### config.mk
export PLATFORM = sky130hd
export DESIGN_NAME = tmr_bank
export DESIGN_NICKNAME = d
export VERILOG_FILES = /design/src/rtl/tmr_pkg.sv /design/src/rtl/tmr_dec.sv /design/src/rtl/tmr_chan.sv /design/src/rtl/tmr_rdmux.sv /design/src/rtl/tmr_bank.sv
export SDC_FILE = /design/constraint.sdc
export NUM_CORES = 1
export LEC_CHECK = 0
export ABC_AREA = 1
export BUFFER_PORTS_ARGS = -buffer_cell sky130_fd_sc_hd__buf_2
export CAP_MARGIN = 5
export CORE_UTILIZATION = 30
export CTS_BUF_LIST = sky130_fd_sc_hd__clkbuf_8
export CTS_CLUSTER_DIAMETER = 80
export CTS_CLUSTER_SIZE = 24
export DETAILED_ROUTE_END_ITERATION = 8
export MAX_ROUTING_LAYER = met4
export PLACE_DENSITY = 0.44
export SLEW_MARGIN = 30
export SYNTH_ARGS = -nofsm -noshare
export SYNTH_HDL_FRONTEND = slang
export SYNTH_SLANG_ARGS = --single-unit
export TNS_END_PERCENT = 1
### constraint.sdc
create_clock -name clk_i -period 3.01 [get_ports clk_i]
set_input_delay 0.7525 -clock clk_i [delete_from_list [all_inputs] [get_ports clk_i]]
set_output_delay 0.7525 -clock clk_i [all_outputs]
set_load 0.005 [all_outputs]
### src/rtl/tmr_pkg.sv
package tmr_pkg;
  localparam int unsigned WIN_W = 5;
  localparam logic [WIN_W-1:0] OFF_LOAD = 5'h00;
  localparam logic [WIN_W-1:0] OFF_CNT  = 5'h04;
  localparam logic [WIN_W-1:0] OFF_CTL  = 5'h08;
  localparam logic [WIN_W-1:0] OFF_INT  = 5'h0C;
  localparam logic [WIN_W-1:0] OFF_RB   = 5'h10;
  localparam int unsigned CTL_PER  = 6;
  localparam int unsigned CTL_EN   = 7;
  localparam int unsigned CTL_FREE = 8;
  localparam int unsigned INT_IE   = 0;
  localparam int unsigned INT_PEND = 2;
  localparam int unsigned INT_CLR  = 3;
  localparam int unsigned INT_BUSY = 4;
endpackage

### src/rtl/tmr_dec.sv
module tmr_dec
  import tmr_pkg::*;
#(
  parameter int unsigned N_CH   = 3,
  parameter int unsigned ADDR_W = 8
) (
  input  logic [ADDR_W-1:0] addr_i,
  input  logic              we_i,
  output logic [N_CH-1:0]   ld_we_o,
  output logic [N_CH-1:0]   ctl_we_o,
  output logic [N_CH-1:0]   int_we_o
);
  localparam int unsigned CH_W = ADDR_W - WIN_W;

  logic [CH_W-1:0]  ch;
  logic [WIN_W-1:0] off;
  assign ch  = addr_i[ADDR_W-1:WIN_W];
  assign off = addr_i[WIN_W-1:0];

  for (genvar i = 0; i < N_CH; i++) begin : g_dec
    logic hit;
    assign hit         = we_i && (ch == CH_W'(i));
    assign ld_we_o[i]  = hit && (off == OFF_LOAD);
    assign ctl_we_o[i] = hit && (off == OFF_CTL);
    assign int_we_o[i] = hit && (off == OFF_INT);
  end
endmodule

### src/rtl/tmr_chan.sv
module tmr_chan
  import tmr_pkg::*;
#(
  parameter int unsigned DW = 32
) (
  input  logic          clk_i,
  input  logic          rst_ni,
  input  logic          tick_i,
  input  logic          ld_we_i,
  input  logic          ctl_we_i,
  input  logic          int_we_i,
  input  logic [DW-1:0] wdata_i,
  output logic [DW-1:0] load_o,
  output logic [DW-1:0] cnt_o,
  output logic [DW-1:0] ctl_o,
  output logic [DW-1:0] int_o,
  output logic [DW-1:0] rb_o,
  output logic          irq_o
);
  logic [DW-1:0] load_q, cnt_q, rb_q;
  logic          per_q, en_q, free_q, ie_q, pend_q;
  logic [1:0]    busy_q;
  logic          busy, ld_we, ctl_we, clr, expire;

  assign busy   = (busy_q != 2'd0);
  // reprogramming is locked out while a clear settles
  assign ld_we  = ld_we_i && !busy;
  assign ctl_we = ctl_we_i && !busy;
  assign clr    = int_we_i && wdata_i[INT_CLR];
  assign expire = en_q && tick_i && (cnt_q == '0) && !ctl_we;

  always_ff @(posedge clk_i or negedge rst_ni) begin
    if (!rst_ni) begin
      load_q <= '0;
      cnt_q  <= '0;
      rb_q   <= '0;
      per_q  <= 1'b0;
      en_q   <= 1'b0;
      free_q <= 1'b0;
      ie_q   <= 1'b0;
      pend_q <= 1'b0;
      busy_q <= 2'd0;
    end else begin
      rb_q <= cnt_q;
      if (ld_we) load_q <= wdata_i;
      if (ctl_we) begin
        per_q  <= wdata_i[CTL_PER];
        en_q   <= wdata_i[CTL_EN];
        free_q <= wdata_i[CTL_FREE];
        if (wdata_i[CTL_EN]) cnt_q <= load_q;
      end else if (en_q && tick_i) begin
        if (cnt_q == '0) begin
          if (per_q) cnt_q <= load_q;
          else       en_q  <= 1'b0;
        end else begin
          cnt_q <= cnt_q - 1'b1;
        end
      end
      if (int_we_i) ie_q <= wdata_i[INT_IE];
      if (expire)   pend_q <= 1'b1;
      else if (clr) pend_q <= 1'b0;
      if (clr)       busy_q <= 2'd2;
      else if (busy) busy_q <= busy_q - 2'd1;
    end
  end

  always_comb begin
    ctl_o = '0;
    ctl_o[CTL_PER]  = per_q;
    ctl_o[CTL_EN]   = en_q;
    ctl_o[CTL_FREE] = free_q;
    int_o = '0;
    int_o[INT_IE]   = ie_q;
    int_o[INT_PEND] = pend_q;
    int_o[INT_BUSY] = busy;
  end

  assign load_o = load_q;
  assign cnt_o  = cnt_q;
  assign rb_o   = rb_q;
  assign irq_o  = pend_q && ie_q;

  AST_DEC_STEP: assert property (@(posedge clk_i) disable iff (!rst_ni)
    (en_q && tick_i && cnt_q != '0 && !ctl_we_i) |=> (cnt_q == $past(cnt_q) - 1'b1));
  AST_HOLD_IDLE: assert property (@(posedge clk_i) disable iff (!rst_ni)
    (!tick_i && !ctl_we_i) |=> $stable(cnt_q));
  AST_PEND_SRC: assert property (@(posedge clk_i) disable iff (!rst_ni)
    $rose(pend_q) |-> $past(en_q && tick_i && cnt_q == '0));
  AST_ONESHOT_STOP: assert property (@(posedge clk_i) disable iff (!rst_ni)
    (en_q && !per_q && tick_i && cnt_q == '0 && !ctl_we_i) |=> (!en_q && cnt_q == '0));
  AST_PERIOD_RELOAD: assert property (@(posedge clk_i) disable iff (!rst_ni)
    (en_q && per_q && tick_i && cnt_q == '0 && !ctl_we_i) |=> (en_q && cnt_q == $past(load_q)));
  AST_BUSY_START: assert property (@(posedge clk_i) disable iff (!rst_ni)
    clr |=> busy);
  AST_LOCKED_LOAD: assert property (@(posedge clk_i) disable iff (!rst_ni)
    (busy && ld_we_i) |=> $stable(load_q));
  AST_RB_LAG: assert property (@(posedge clk_i) disable iff (!rst_ni)
    1'b1 |=> (rb_q == $past(cnt_q)));
endmodule

### src/rtl/tmr_rdmux.sv
module tmr_rdmux
  import tmr_pkg::*;
#(
  parameter int unsigned N_CH   = 3,
  parameter int unsigned ADDR_W = 8,
  parameter int unsigned DW     = 32
) (
  input  logic [ADDR_W-1:0]        addr_i,
  input  logic [N_CH-1:0][DW-1:0]  load_i,
  input  logic [N_CH-1:0][DW-1:0]  cnt_i,
  input  logic [N_CH-1:0][DW-1:0]  ctl_i,
  input  logic [N_CH-1:0][DW-1:0]  int_i,
  input  logic [N_CH-1:0][DW-1:0]  rb_i,
  output logic [DW-1:0]            rdata_o
);
  localparam int unsigned CH_W = ADDR_W - WIN_W;

  logic [CH_W-1:0]  ch;
  logic [WIN_W-1:0] off;
  assign ch  = addr_i[ADDR_W-1:WIN_W];
  assign off = addr_i[WIN_W-1:0];

  always_comb begin
    rdata_o = '0;
    for (int i = 0; i < N_CH; i++) begin
      if (ch == CH_W'(i)) begin
        case (off)
          OFF_LOAD: rdata_o = load_i[i];
          OFF_CNT:  rdata_o = cnt_i[i];
          OFF_CTL:  rdata_o = ctl_i[i];
          OFF_INT:  rdata_o = int_i[i];
          OFF_RB:   rdata_o = rb_i[i];
          default:  rdata_o = '0;
        endcase
      end
    end
  end
endmodule

### src/rtl/tmr_bank.sv
module tmr_bank
  import tmr_pkg::*;
#(
  parameter int unsigned N_CH   = 3,
  parameter int unsigned ADDR_W = 8,
  parameter int unsigned DW     = 32
) (
  input  logic              clk_i,
  input  logic              rst_ni,
  input  logic              tick_i,
  input  logic [ADDR_W-1:0] addr_i,
  input  logic              we_i,
  input  logic [DW-1:0]     wdata_i,
  output logic [DW-1:0]     rdata_o,
  output logic [N_CH-1:0]   irq_o
);
  logic [N_CH-1:0]          ld_we, ctl_we, int_we;
  logic [N_CH-1:0][DW-1:0]  load_v, cnt_v, ctl_v, int_v, rb_v;

  tmr_dec #(.N_CH(N_CH), .ADDR_W(ADDR_W)) u_dec (
    .addr_i  (addr_i),
    .we_i    (we_i),
    .ld_we_o (ld_we),
    .ctl_we_o(ctl_we),
    .int_we_o(int_we)
  );

  for (genvar i = 0; i < N_CH; i++) begin : g_ch
    tmr_chan #(.DW(DW)) u_chan (
      .clk_i   (clk_i),
      .rst_ni  (rst_ni),
      .tick_i  (tick_i),
      .ld_we_i (ld_we[i]),
      .ctl_we_i(ctl_we[i]),
      .int_we_i(int_we[i]),
      .wdata_i (wdata_i),
      .load_o  (load_v[i]),
      .cnt_o   (cnt_v[i]),
      .ctl_o   (ctl_v[i]),
      .int_o   (int_v[i]),
      .rb_o    (rb_v[i]),
      .irq_o   (irq_o[i])
    );
  end

  tmr_rdmux #(.N_CH(N_CH), .ADDR_W(ADDR_W), .DW(DW)) u_rdmux (
    .addr_i (addr_i),
    .load_i (load_v),
    .cnt_i  (cnt_v),
    .ctl_i  (ctl_v),
    .int_i  (int_v),
    .rb_i   (rb_v),
    .rdata_o(rdata_o)
  );

  AST_ONE_WRITE: assert property (@(posedge clk_i) disable iff (!rst_ni)
    $countones({ld_we, ctl_we, int_we}) <= 1);
endmodule

Word-level counts from Yosys, hierarchy flattened. Index checks and enable logic that the tools add are counted.

Output and inout port bits: 35. Word-level logic and storage cells: 158. Bits in registers: 309. Input bits: 44.

Reductions and logical operators: 65. Eq/ne operators: 15. Add/subtract/negate cells: 6. Muxes and demuxes: 45.

Operators with widths (count): $mux W32 (18); $pmux W32 S5 (3); $logic_not A32 Y1 (3); $sub A32 B1 Y32 const B (3); $logic_and A1 B1 Y1 (33); $reduce_bool A2 Y1 (15); $mux W1 (18); $reduce_and A3 Y1 (6); $mux W2 (6); $ne A2 B2 Y1 const B (6); $eq A5 B4 Y1 const B (2); $ne A3 B1 Y1 const B (3); $logic_not A1 Y1 (6); $sub A2 B1 Y2 const B (3); $eq A5 B3 Y1 const B (1); $eq A5 B5 Y1 const B (1); $logic_not A5 Y1 (1); $eq A3 B1 Y1 const B (1); $eq A3 B2 Y1 const B (1); $logic_not A3 Y1 (1).

Depth between registers and ports, before layout. Gate-level depths: netlist (run 1).

Depth in word-level cells: 7. Gate-level depth with buffers: 15.

By module. From an unflattened synthesis (run 1), not the netlist that was laid out.

Cells, all modules: 3160. Area, all modules: 21603.2 sq um.

By module, submodules not included: tmr_chan (g_ch[0].u_chan ...) (area each 5360.1 sq um, instances 2, cells an instance 659); tmr_rdmux (area each 5386.4 sq um, instances 1, cells an instance 1147); tmr_chan (g_ch[2].u_chan) (area each 5383.9 sq um, instances 1, cells an instance 668); tmr_dec (area each 112.6 sq um, instances 1, cells an instance 27).

Worst setup path before layout (run 1). Ideal clock, no wire load.

Path kind: input -> output. Start: input port addr_i[1]. End: output port rdata_o[29]. Stages on the path: 9. Path slack: 0.422 ns. Arrival time: 1.835 ns. Data required time: 2.257 ns. Path through: nor2_4 nand2_1 nor2_2 buf_2 buf_2 nand2_1 o211ai_1 nand2_1 o211ai_1.

Cells in the longest elaborated chain, start to end: 5. Elaborated cells between the ends (all ways): 11. Classes of those cells: eq/ne (4); mux (6); reduce/logical (1).

Ends and longest elaborated chain: start, declared (RTL line tmr_bank.sv:11) `input logic [ADDR_W-1:0] addr_i,`; $eq A5 B5 Y1 (tied with other cells) (RTL line tmr_rdmux.sv:27) `case (off)`; $pmux W32 S5 (RTL line tmr_rdmux.sv:27); $mux W32 (2 in a row) (RTL line tmr_rdmux.sv:26) `if (ch == CH_W'(i)) begin`; $mux W32 * (RTL line tmr_rdmux.sv:26); end, declared (RTL line tmr_bank.sv:14) `output logic [DW-1:0] rdata_o,`.

Mark *: on every way between the ends. The rest lies on a longest branch, timed or not.

Worst setup path after layout (run 1).
Start: input port addr_i[3]. End: output port rdata_o[15].

Same word-level chain as after synthesis.

==> metrics.txt, run 1 <==
status complete, but fails checks; failing checks setup timing; register area share after synthesis 45.3%; fillcell total 6079; max-slew violation count 0; Vias 16600; Final Non-Filler Cells 3339; largest net degree at the start of global routing 63; initial antenna violation count 5; drt wl/cell 21.5 µm; GR Overflow Total 0; vias in the first global route 15900; Hold Fails Final Rpt 0; die height 240 µm; area delta synth->final 20.5%; worst hold slack 0.0228 ns; Final Skew 0.0357 ns; Final GP Congestion 0.975; Die X 240 µm; initial core utilization 30.3%; Fmax 320 MHz; Final setup viols 25; Worst Path Class, Setup in2out; critical path endpoint category output pin; Syn Area/Cell 7.13 µm²; worst relative slew slack 58.1%; Synth Instances 2394; PortBufs 78; Clk Tree Root Cell clkbuf_8; Detailed Route Iter0 Violations 1446; final-stage net count 2609; num rows 87; Remaining DRCs 0; synth warn 0; Placed Instances 3266; Slew @ Worst Pin 0.629 ns; Synth area leader dfrtp_1; flops & latches, synth 309; total CTS buffers 28; Hold/Removal Path Class in2async; total power draw 0.00856 W; LEAKAGE 10.7 nW; top cells by area, synth dfrtp_1, nand2_1, o21ai_0, inv_1, nor2_1; Clk Latency, worst-skew pair 0.68 ns; CTS max path bufs 3; Initial DRT Pass Iterations 5; vias per std cell 4.96; DPL Wire Length 54000 µm; crit path time final 3.13 ns; crit-path max FO 7; RSZ-0062 raised after global routing true; # Max-Cap Violations 0; fraction of the cycle the final worst path needs 104%; Netlist Area Pre-Place 17100 µm²; core area 56300 µm²; Worst setup SP type input port; Data arrival, critical path 2.38 ns; Clk pin slew, worst setup/hold paths 0.10 ns; Unique masters post-synth 37; share of the synthesized area in the top cell type 45.3%; drt total wl 71800 µm; PwrDens 416 nW/µm²; share of cells above drive strength 1 14.7%; clk sink count 309; critical path required time 2.26 ns; Syn Nets 2447; # IOs 79; post-cts hold buffer count 0; H-Tree Depth 1; global-route wire length before repair 106000 µm; final core occ 36.5%; CTS tree yes; Max VDD drop 0.000302 V; Post-DRT Antenna Nets 0; die area 57800 µm²; Total Routing Usage GR 25.8%; final worst slack -0.119 ns
==> cells by family after synthesis <==
kind of cell / after synthesis / synth area share, %
AND/OR/NAND/NOR: 1326 / 32.0
adder cells (fa/ha/maj): 9 / 0.660
buffers and inverters: 358 / 8.53
flip-flops: 309 / 45.3
XOR/XNOR: 31 / 1.59
AO/OA/AOI/OAI: 361 / 11.8
==> stage by stage <==
| stage | setup WS, ns | TNS [ns] | area, µm² |
|---|---|---|---|
| finish | -0.119 | -1.16 | 20600 |
| floorplan | 0.422 | 0 | 17100 |
| detailed placement | -0.313 | -5.95 | 19300 |
| global placement | -0.331 | -6.15 | 19300 |
| global route | -0.142 | -3.10 | 20600 |
| CTS | -0.108 | -1.84 | 20400 |
==> final cells by class <==
type                            count  area (µm²)  area share [%]
Tap cell                          756         946            4.60
Inverter                          267        1000            4.89
Antenna cell                        5        12.5          0.0609
Multi-Input combinational cell   1727        8110            39.5
Timing Repair Buffer              223        2060            10.0
Sequential cell                   309        7730            37.6
Clock inverter                     23         294            1.43
Clock buffer                       29         399            1.94
==> cells in the mapped netlist <==
| cell | n |
|---|---|
| nand2_1 | 891 |
| buf_1 | 7 |
| buf_2 | 26 |
| o211ai_1 | 29 |
| o21ai_2 | 2 |
| inv_2 | 6 |
| nand4_4 | 1 |
| nor2_4 | 13 |
| nor2_1 | 241 |
| nor2_2 | 8 |
| o21ai_0 | 240 |
| clkbuf_1 | 42 |
| ha_1 | 9 |
| nand4_1 | 17 |
| nand3_1 | 129 |
| inv_1 | 261 |
| a31oi_1 | 1 |
| nand2_4 | 1 |
| o22ai_1 | 8 |
| nand3_4 | 1 |
| dfrtp_1 | 309 |
| nand2_2 | 2 |
| buf_6 | 5 |
| and2_1 | 3 |
| o221ai_1 | 22 |
| xor2_1 | 28 |
| buf_4 | 11 |
| nand3b_4 | 1 |
| o2111ai_1 | 9 |
| xnor2_1 | 3 |
| o2bb2ai_1 | 1 |
| a21oi_1 | 26 |
| o21bai_1 | 1 |
| nor3_1 | 2 |
| o21ai_1 | 22 |
| nand3_2 | 15 |
| or2_2 | 1 |
==> repair_timing <==
item	in CTS	in global routing
gates cloned	3	0
pin swaps	23	23
buffers inserted	16	1
endpoints found under the setup margin	32	32
gates resized for setup	85	44
==> registers in the layout, summed over array words and instances (netlist names) <==
| name | count |
|---|---|
| g_ch.u_chan.per_q | 3 |
| g_ch.u_chan.busy_q | 6 |
| g_ch.u_chan.load_o | 96 |
| g_ch.u_chan.pend_q | 3 |
| g_ch.u_chan.free_q | 3 |
| g_ch.u_chan.en_q | 3 |
| g_ch.u_chan.ie_q | 3 |
| g_ch.u_chan.cnt_o | 96 |
| g_ch.u_chan.rb_o | 96 |
==> path summary, 6_finish.rpt <==
check | from | endpoint | slack (ns) | cells after the start
min in group clk_i | wdata_i[6] | g_ch[2].u_chan.per_q | 0.31 | 3
worst min-delay path | rst_ni | g_ch[2].u_chan.cnt_o[1] | 0.02 | 1
worst max-delay path | addr_i[3] | rdata_o[15] | -0.12 | 10
worst min register to register | g_ch[1].u_chan.cnt_o[1] | g_ch[1].u_chan.rb_o[1] | 0.42 | 0
max in group asynchronous | rst_ni | g_ch[1].u_chan.cnt_o[26] | 2.17 | 2
worst max register to register | g_ch[0].u_chan.cnt_o[0] | g_ch[0].u_chan.cnt_o[30] | 0.49 | 14
==> metal layers <==
| metal | up-vias | routed length [µm] | track usage [%] |
|---|---|---|---|
| met4 | 0 | 1860 | 6.33 |
| met2 | 543 | 31000 | 37.8 |
| met5 | - | 0 | - |
| met3 | 94 | 5240 | 4.95 |
| met1 | 8019 | 33700 | 36.3 |
| li1 | 7895 | - | - |
==> cells in the final DEF (no fill, tap or decap), types with 4 or more instances in the layout <==
master	instances
inv_1	261
dfrtp_1	309
nor2_2	9
inv_6	4
diode_2	5
o22ai_1	7
buf_8	4
buf_2	72
inv_8	7
clkbuf_8	29
nand2_2	13
nand2_1	878
ha_1	9
o2111ai_1	9
inv_2	6
o211ai_1	29
buf_4	90
nand3_2	24
nand4_1	17
xor2_1	28
nor2_4	16
a21oi_1	19
buf_12	31
a21oi_2	7
buf_6	23
o21ai_2	16
o21ai_1	49
o21ai_0	199
nor2_1	237
nand3_1	118
o221ai_1	19
clkinv_8	6
==> power breakdown <==
group	switching (W)	internal (W)	total, W	leakage, nW
Sequential	0.0000851	0.00426	0.00434	4.28
Clock	0.00195	0.00115	0.00311	0.349
Combinational	0.000756	0.000356	0.00111	6.07
Total	0.00279	0.00577	0.00856	10.7
==> critical path: stages <==
cell and delay, ns:
buf_2 0.13, nor2_4 0.10, nand2_2 0.07, nor2_4 0.23
buf_12 0.23, buf_12 0.14, buf_6 0.10, a21oi_2 0.04
o211ai_1 0.36, buf_2 0.19
No activity file was read; power rests on OpenSTA's default activity.
==> run 2, diff against run 1 <==
Settings changed: SYNTH_HIERARCHICAL set to 1.
==> metrics.txt, run 2 <==
final worst slack -0.0404 ns; CTS tree yes; PortBufs 78; status complete, but fails checks; share of the synthesized area in the top cell type 35.8%; Fmax 328 MHz; final-stage net count 3263; Initial DRT Pass Iterations 6; number of synthesized flops with an enable pin 0; Detailed Route Iter0 Violations 1832; clk sink count 309; Netlist Area Pre-Place 21600 µm²; Post-synth top cells nand2_1, nand4_1, nor2_1; part of the power in combinational logic 22.5%; failing checks setup timing; Remaining DRCs 0; sw frac 38.3%; Placed Area 23200 µm²; total power draw 0.0104 W; Final GP Congestion 0.908; total CTS buffers 29; Vias 21000; Slew @ Worst Pin 0.719 ns; Unique masters post-synth 37; critical path endpoint category output pin; commonest non-fill, non-tap cell in the layout nand2_1; ys flop type dfrtp_1; Final Skew 0.0427 ns; Hold/Removal Path Class in2reg; Sw Pwr 0.00399 W; Clk Latency, worst-skew pair 0.73 ns; num rows 98; pre-CTS setup slack -0.108 ns; die area 73100 µm²; CP cell instances buf_2, nor2_4, nand2_1, nor2_4, buf_12, clkbuf_16, nand2_1, nand2_1, nor2_2, nand2_1, nand2_1, nand3_1, buf_2; Clk pin slew, worst setup/hold paths 0.12 ns; final core occ 34.1%; DPL Wire Length 64200 µm; LEAKAGE 13.4 nW; Max VDD drop 0.000304 V; Flop pwr share 46.3%; max incr delay on CP 0.24 ns; Crit-path slowest cell nor2_2; cell with the most instances after synthesis nand2_1; flops & latches, synth 309; area delta synth->final 12.7%; CTS max path bufs 3; Clk network pwr share 31.2%; Synth area leader dfrtp_1; register area share after synthesis 35.8%; drt wl/cell 20.9 µm; initial antenna violation count 5; most frequent cells in the layout nand2_1, nand4_1, nor2_1, dfrtp_1, conb_1; Worst Path Class, Setup in2out; worst relative slew slack 52.0%; Synth Instances 3160; ys async rst share 100%; critical path required time 2.26 ns; vias per std cell 5.02; Data arrival, critical path 2.30 ns; synth warn 6; # IOs 79; PwrDens 428 nW/µm²; Top delay family on crit path simple AND/OR/NAND/NOR gates; vias in the first global route 20200; H-Tree Depth 1; # Max-Cap Violations 0; crit path time final 3.05 ns; CP bufs+invs 4; crit-path max FO 6; max-slew violation count 0; P_int 0.00642 W; GR Overflow Total 0; worst hold slack 0.323 ns; Total Routing Usage GR 24.1%; Worst setup SP type input port; die height 270 µm; drt total wl 87500 µm; Clk Tree Root Cell clkbuf_8; Finished Cell Area 24400 µm²; RSZ-0062 raised after global routing true; Post-DRT Antenna Nets 0; share of cells above drive strength 1 12.9%; fraction of the cycle the final worst path needs 101%; Hold Fails Final Rpt 0; largest net degree at the start of global routing 93; Top cell by count, worst path nand2_1; initial core utilization 30.3%; global-route wire length before repair 131000 µm; core area 71400 µm²; Final setup viols 4; Die X 270 µm; Syn Area/Cell 6.84 µm²; top cells by area, synth dfrtp_1, nand2_1, nand4_1, buf_4, nor2_1
[run 2: changes by cell type in the layout (fill, tap and decap cells not counted), sizes merged, moves of 9 or more]
| cell | change |
|---|---|
| nand3b | +11 |
| o221ai | -22 |
| mux2 | +38 |
| o2111ai | -9 |
| nor2 | +125 |
| a21oi | +32 |
| o21ai | -199 |
| inv | -94 |
| nand3 | +15 |
| conb | +174 |
| nand4 | +345 |
| o211ai | -26 |
| nand2 | +250 |
[run 2: final cells by class]
type	count	area, µm²
Tap cell	950	1190
Clock buffer	30	413
Fill cell	7751	47000
Inverter	174	673
Multi-Input combinational cell	2466	11600
Clock inverter	24	314
Antenna cell	1	2.50
Timing Repair Buffer	230	2470
Sequential cell	309	7730
[run 2: power groups by stage]
stage / Combinational [W] / Sequential, W / Clock [W]
finish: 0.00234 / 0.00482 / 0.00325
global placement: 0.00220 / 0.00490 / 0
CTS: 0.00225 / 0.00482 / 0.00335
global route: 0.00260 / 0.00486 / 0.00351
detailed placement: 0.00223 / 0.00490 / 0
floorplan: 0.00163 / 0.00473 / 0
[run 2: logic make-up after synthesis]
kind of cell / Yosys count / share of synthesized area, %
DFF: 309 / 35.8
and+or+nand+nor: 2074 / 42.4
muxes: 38 / 1.98
adders and majority gates: 9 / 0.521
AOI/OAI and AO/OA: 135 / 3.30
buffers and inverters: 556 / 14.4
xor gates and xnor gates: 36 / 1.46
other: 3 / 0.0521
[run 2: routing by layer]
layer  share of wire (%)  GRT usage, %  vias to the layer above
li1                    -             -                    10100
met1                  45          32.1                    10200
met2                  47          39.1                      650
met3                 5.4          2.38                      106
met4                 2.6          6.20                        0
met5                   0             -                        -
[run 2: stage by stage]
stage                     TNS (ns)  instances
final                       -0.112       4184
after floorplan                  0       3331
after CTS                   -0.156       4172
after detailed placement    -0.922       4116
after global placement      -0.524       4116
after global routing        -0.864       4184
[run 2: repair_timing]
item / CTS / global route
setup buffers: 0 / 7
hold buffers: 1 / 0
resized for setup: 7 / 55
endpoints found under the setup margin: 22 / 32
gates cloned: 1 / 4
pin swaps: 1 / 13
endpoints found under the hold margin: 24 / 0
[run 2: path summary, 6_finish.rpt]
check / slack [ns] / from / end / cells past startpoint
worst max-delay path: -0.04 / addr_i[3] / rdata_o[12] / 13
worst min-delay path: 0.32 / wdata_i[5] / g_ch[2].u_chan/load_o[5] / 2
worst max register to register: 0.74 / g_ch[1].u_chan/cnt_o[0] / g_ch[1].u_chan/cnt_o[20] / 11
worst min register to register: 0.49 / g_ch[2].u_chan/cnt_o[1] / g_ch[2].u_chan/rb_o[1] / 0
max in group asynchronous: 1.59 / rst_ni / g_ch[0].u_chan/free_q / 3
min in group asynchronous: 0.57 / rst_ni / g_ch[0].u_chan/rb_o[14] / 2
==> run 3, diff against run 2 <==
Settings changed: ABC_AREA 1 to unset.
==> metrics.txt, run 3 <==
status complete, but fails checks; failing checks setup timing; drt total wl 81700 µm; die area 66000 µm²; initial antenna violation count 7; flops & latches, synth 309; Placed Area 22500 µm²; Final setup viols 32; clk sink count 309; Post-DRT Antenna Nets 0; Die X 257 µm; max-slew violation count 0; # Max-Cap Violations 0; total power draw 0.00908 W; H-Tree Depth 1; Clk Latency, worst-skew pair 0.67 ns; Fmax 304 MHz; crit-path max FO 8; Worst Path Class, Setup in2out; cell with the most instances after synthesis dfrtp_1; area of the multi-input gates 10700 µm²; Synth area leader dfrtp_1; Reg area 7740 µm²; CTS max path bufs 3; Clk pin slew, worst setup/hold paths 0.12 ns; Clk Tree Root Cell clkbuf_8; RSZ-0062 raised after global routing true; Worst setup SP type input port; fraction of the cycle the final worst path needs 109%; pre-CTS setup slack -0.646 ns; hold wc startpoint wdata_i[15]; vias in the first global route 17300; commonest non-fill, non-tap cell in the layout dfrtp_1; PortBufs 78; ys async rst share 100%; Netlist Area Pre-Place 19500 µm²; vias per std cell 5.50; final worst slack -0.282 ns; Slew @ Worst Pin 0.959 ns; Data arrival, critical path 2.54 ns; Hold Fails Final Rpt 0; launching point of the worst reg2reg path g_ch[2].u_chan/cnt_o[12]; Remaining DRCs 0; die height 257 µm; area delta synth->final 23.7%; share of cells above drive strength 1 32.6%; Post-synth top cells dfrtp_1, buf_4, mux2_2; num rows 93; Unique masters post-synth 79; PwrDens 377 nW/µm²; core area 64300 µm²; LEAKAGE 10.7 nW; Max VDD drop 0.000339 V; R2R cell count 8; most frequent cells in the layout dfrtp_1, buf_4, conb_1, mux2_2, a21oi_1; Final GP Congestion 0.967; Initial DRT Pass Iterations 5; top cells by area, synth dfrtp_1, mux2_2, buf_4, mux2i_1, a22oi_1; Synth Instances 2013; Hold/Removal Path Class in2reg; fillcell total 6449; crit path time final 3.29 ns; critical path required time 2.26 ns; global-route wire length before repair 120000 µm; Vias 17500; Detailed Route Iter0 Violations 1391; Hold Path Depth 2; CTS tree yes; Finished Cell Area 24100 µm²; synth warn 6; drt wl/cell 25.7 µm; total CTS buffers 25; initial core utilization 30.3%; share of the synthesized area in the top cell type 39.7%; critical path endpoint category output pin; CP Launch Point addr_i[2]; final-stage net count 2352; register area share after synthesis 39.7%; Syn Area/Cell 9.69 µm²; largest net degree at the start of global routing 62; ys flop type dfrtp_1; # IOs 79; GR Overflow Total 0; number of synthesized flops with an enable pin 0; Total Routing Usage GR 25.1%; worst relative slew slack 36.0%; Final Skew 0.0272 ns; DPL Wire Length 61100 µm
-- run 3: cell count changes in the layout (fill, tap and decap cells not counted), moves of 32 or more --
| cell | change |
|---|---|
| nor2_1 | -254 |
| nand4_1 | -327 |
| a211oi_1 | +33 |
| nand2_1 | -1038 |
| a22oi_1 | +79 |
| a21oi_1 | +54 |
| buf_4 | +206 |
| nor3_1 | +57 |
| mux2_2 | +109 |
| mux2i_1 | +77 |
| nand3_1 | -90 |
| inv_1 | -124 |
| o21ai_0 | -32 |
-- run 3: area by class of cell --
| class | count | share of cell area, % |
|---|---|---|
| tap | 855 | 4.44 |
| clock inverter | 21 | 1.25 |
| inverter | 43 | 0.669 |
| sequential | 309 | 32.1 |
| multi-input combinational | 1487 | 44.2 |
| antenna | 3 | 0.0311 |
| timing repair buffer | 433 | 15.9 |
| clock buffer | 25 | 1.43 |
-- run 3: logic make-up after synthesis --
logic type / synth area share (%)
AO/OA/AOI/OAI: 20.4
AND/OR/NAND/NOR: 14.2
buffers and inverters: 11.8
flip-flops: 39.7
multiplexers: 13.3
adder cells (fa/ha/maj): 0.578
other: 0.0578
XOR/XNOR: 0.135
-- run 3: path summary, 6_finish.rpt --
check	end	slack, ns
setup / recovery	rdata_o[10]	-0.28
hold / removal	g_ch[1].u_chan/load_o[15]	0.41
setup reg to reg	g_ch[2].u_chan/cnt_o[17]	0.09
hold reg to reg	g_ch[1].u_chan/rb_o[16]	0.45
max in group asynchronous	g_ch[1].u_chan/cnt_o[16]	1.61
min in group asynchronous	g_ch[0].u_chan/cnt_o[26]	0.60
-- run 3: per-stage QoR --
step / hold slack [ns] / cells / utilization, % / TNS, ns
after detailed placement: 0.420 / 3112 / 35.0 / -48.75
after floorplan: 0.372 / 2184 / - / -0.0918
final: 0.409 / 3176 / 37.5 / -6.80
after global placement: 0.404 / 3112 / 35.0 / -45.02
after global routing: 0.380 / 3175 / 37.5 / -8.86
after CTS: 0.367 / 3174 / 37.2 / -7.44
-- run 3: routing by layer --
metal	track usage, %	up-vias	part of all wire, %
met5	-	-	0
met4	4.84	0	2.0
met3	3.33	91	6.6
met2	38.5	691	45
met1	35.4	8848	46
li1	-	7835	-
-- run 3: critical path: stages --
cell and delay (ns):
buf_8 0.10, buf_12 0.14, or4_4 0.42, buf_8 0.16, buf_12 0.14, buf_12 0.14
nor2_2 0.09, a21oi_1 0.05, a31oi_1 0.23, o21a_1 0.18, buf_2 0.11
-- run 3: where the power goes --
part | internal (W) | switching [W] | leakage (nW)
Clock | 0.00112 | 0.00192 | 0.319
Combinational | 0.000641 | 0.000866 | 6.35
Sequential | 0.00434 | 0.000196 | 4.02
Total | 0.00610 | 0.00298 | 10.7
-- run 3: timing repair --
| action | CTS | global route |
|---|---|---|
| gates cloned | 1 | 0 |
| hold endpoints to repair | 19 | 0 |
| buffers inserted | 18 | 2 |
| resized for setup | 135 | 41 |
| hold buffers | 1 | 0 |
| pin swaps | 42 | 29 |
| endpoints found under the setup margin | 32 | 33 |
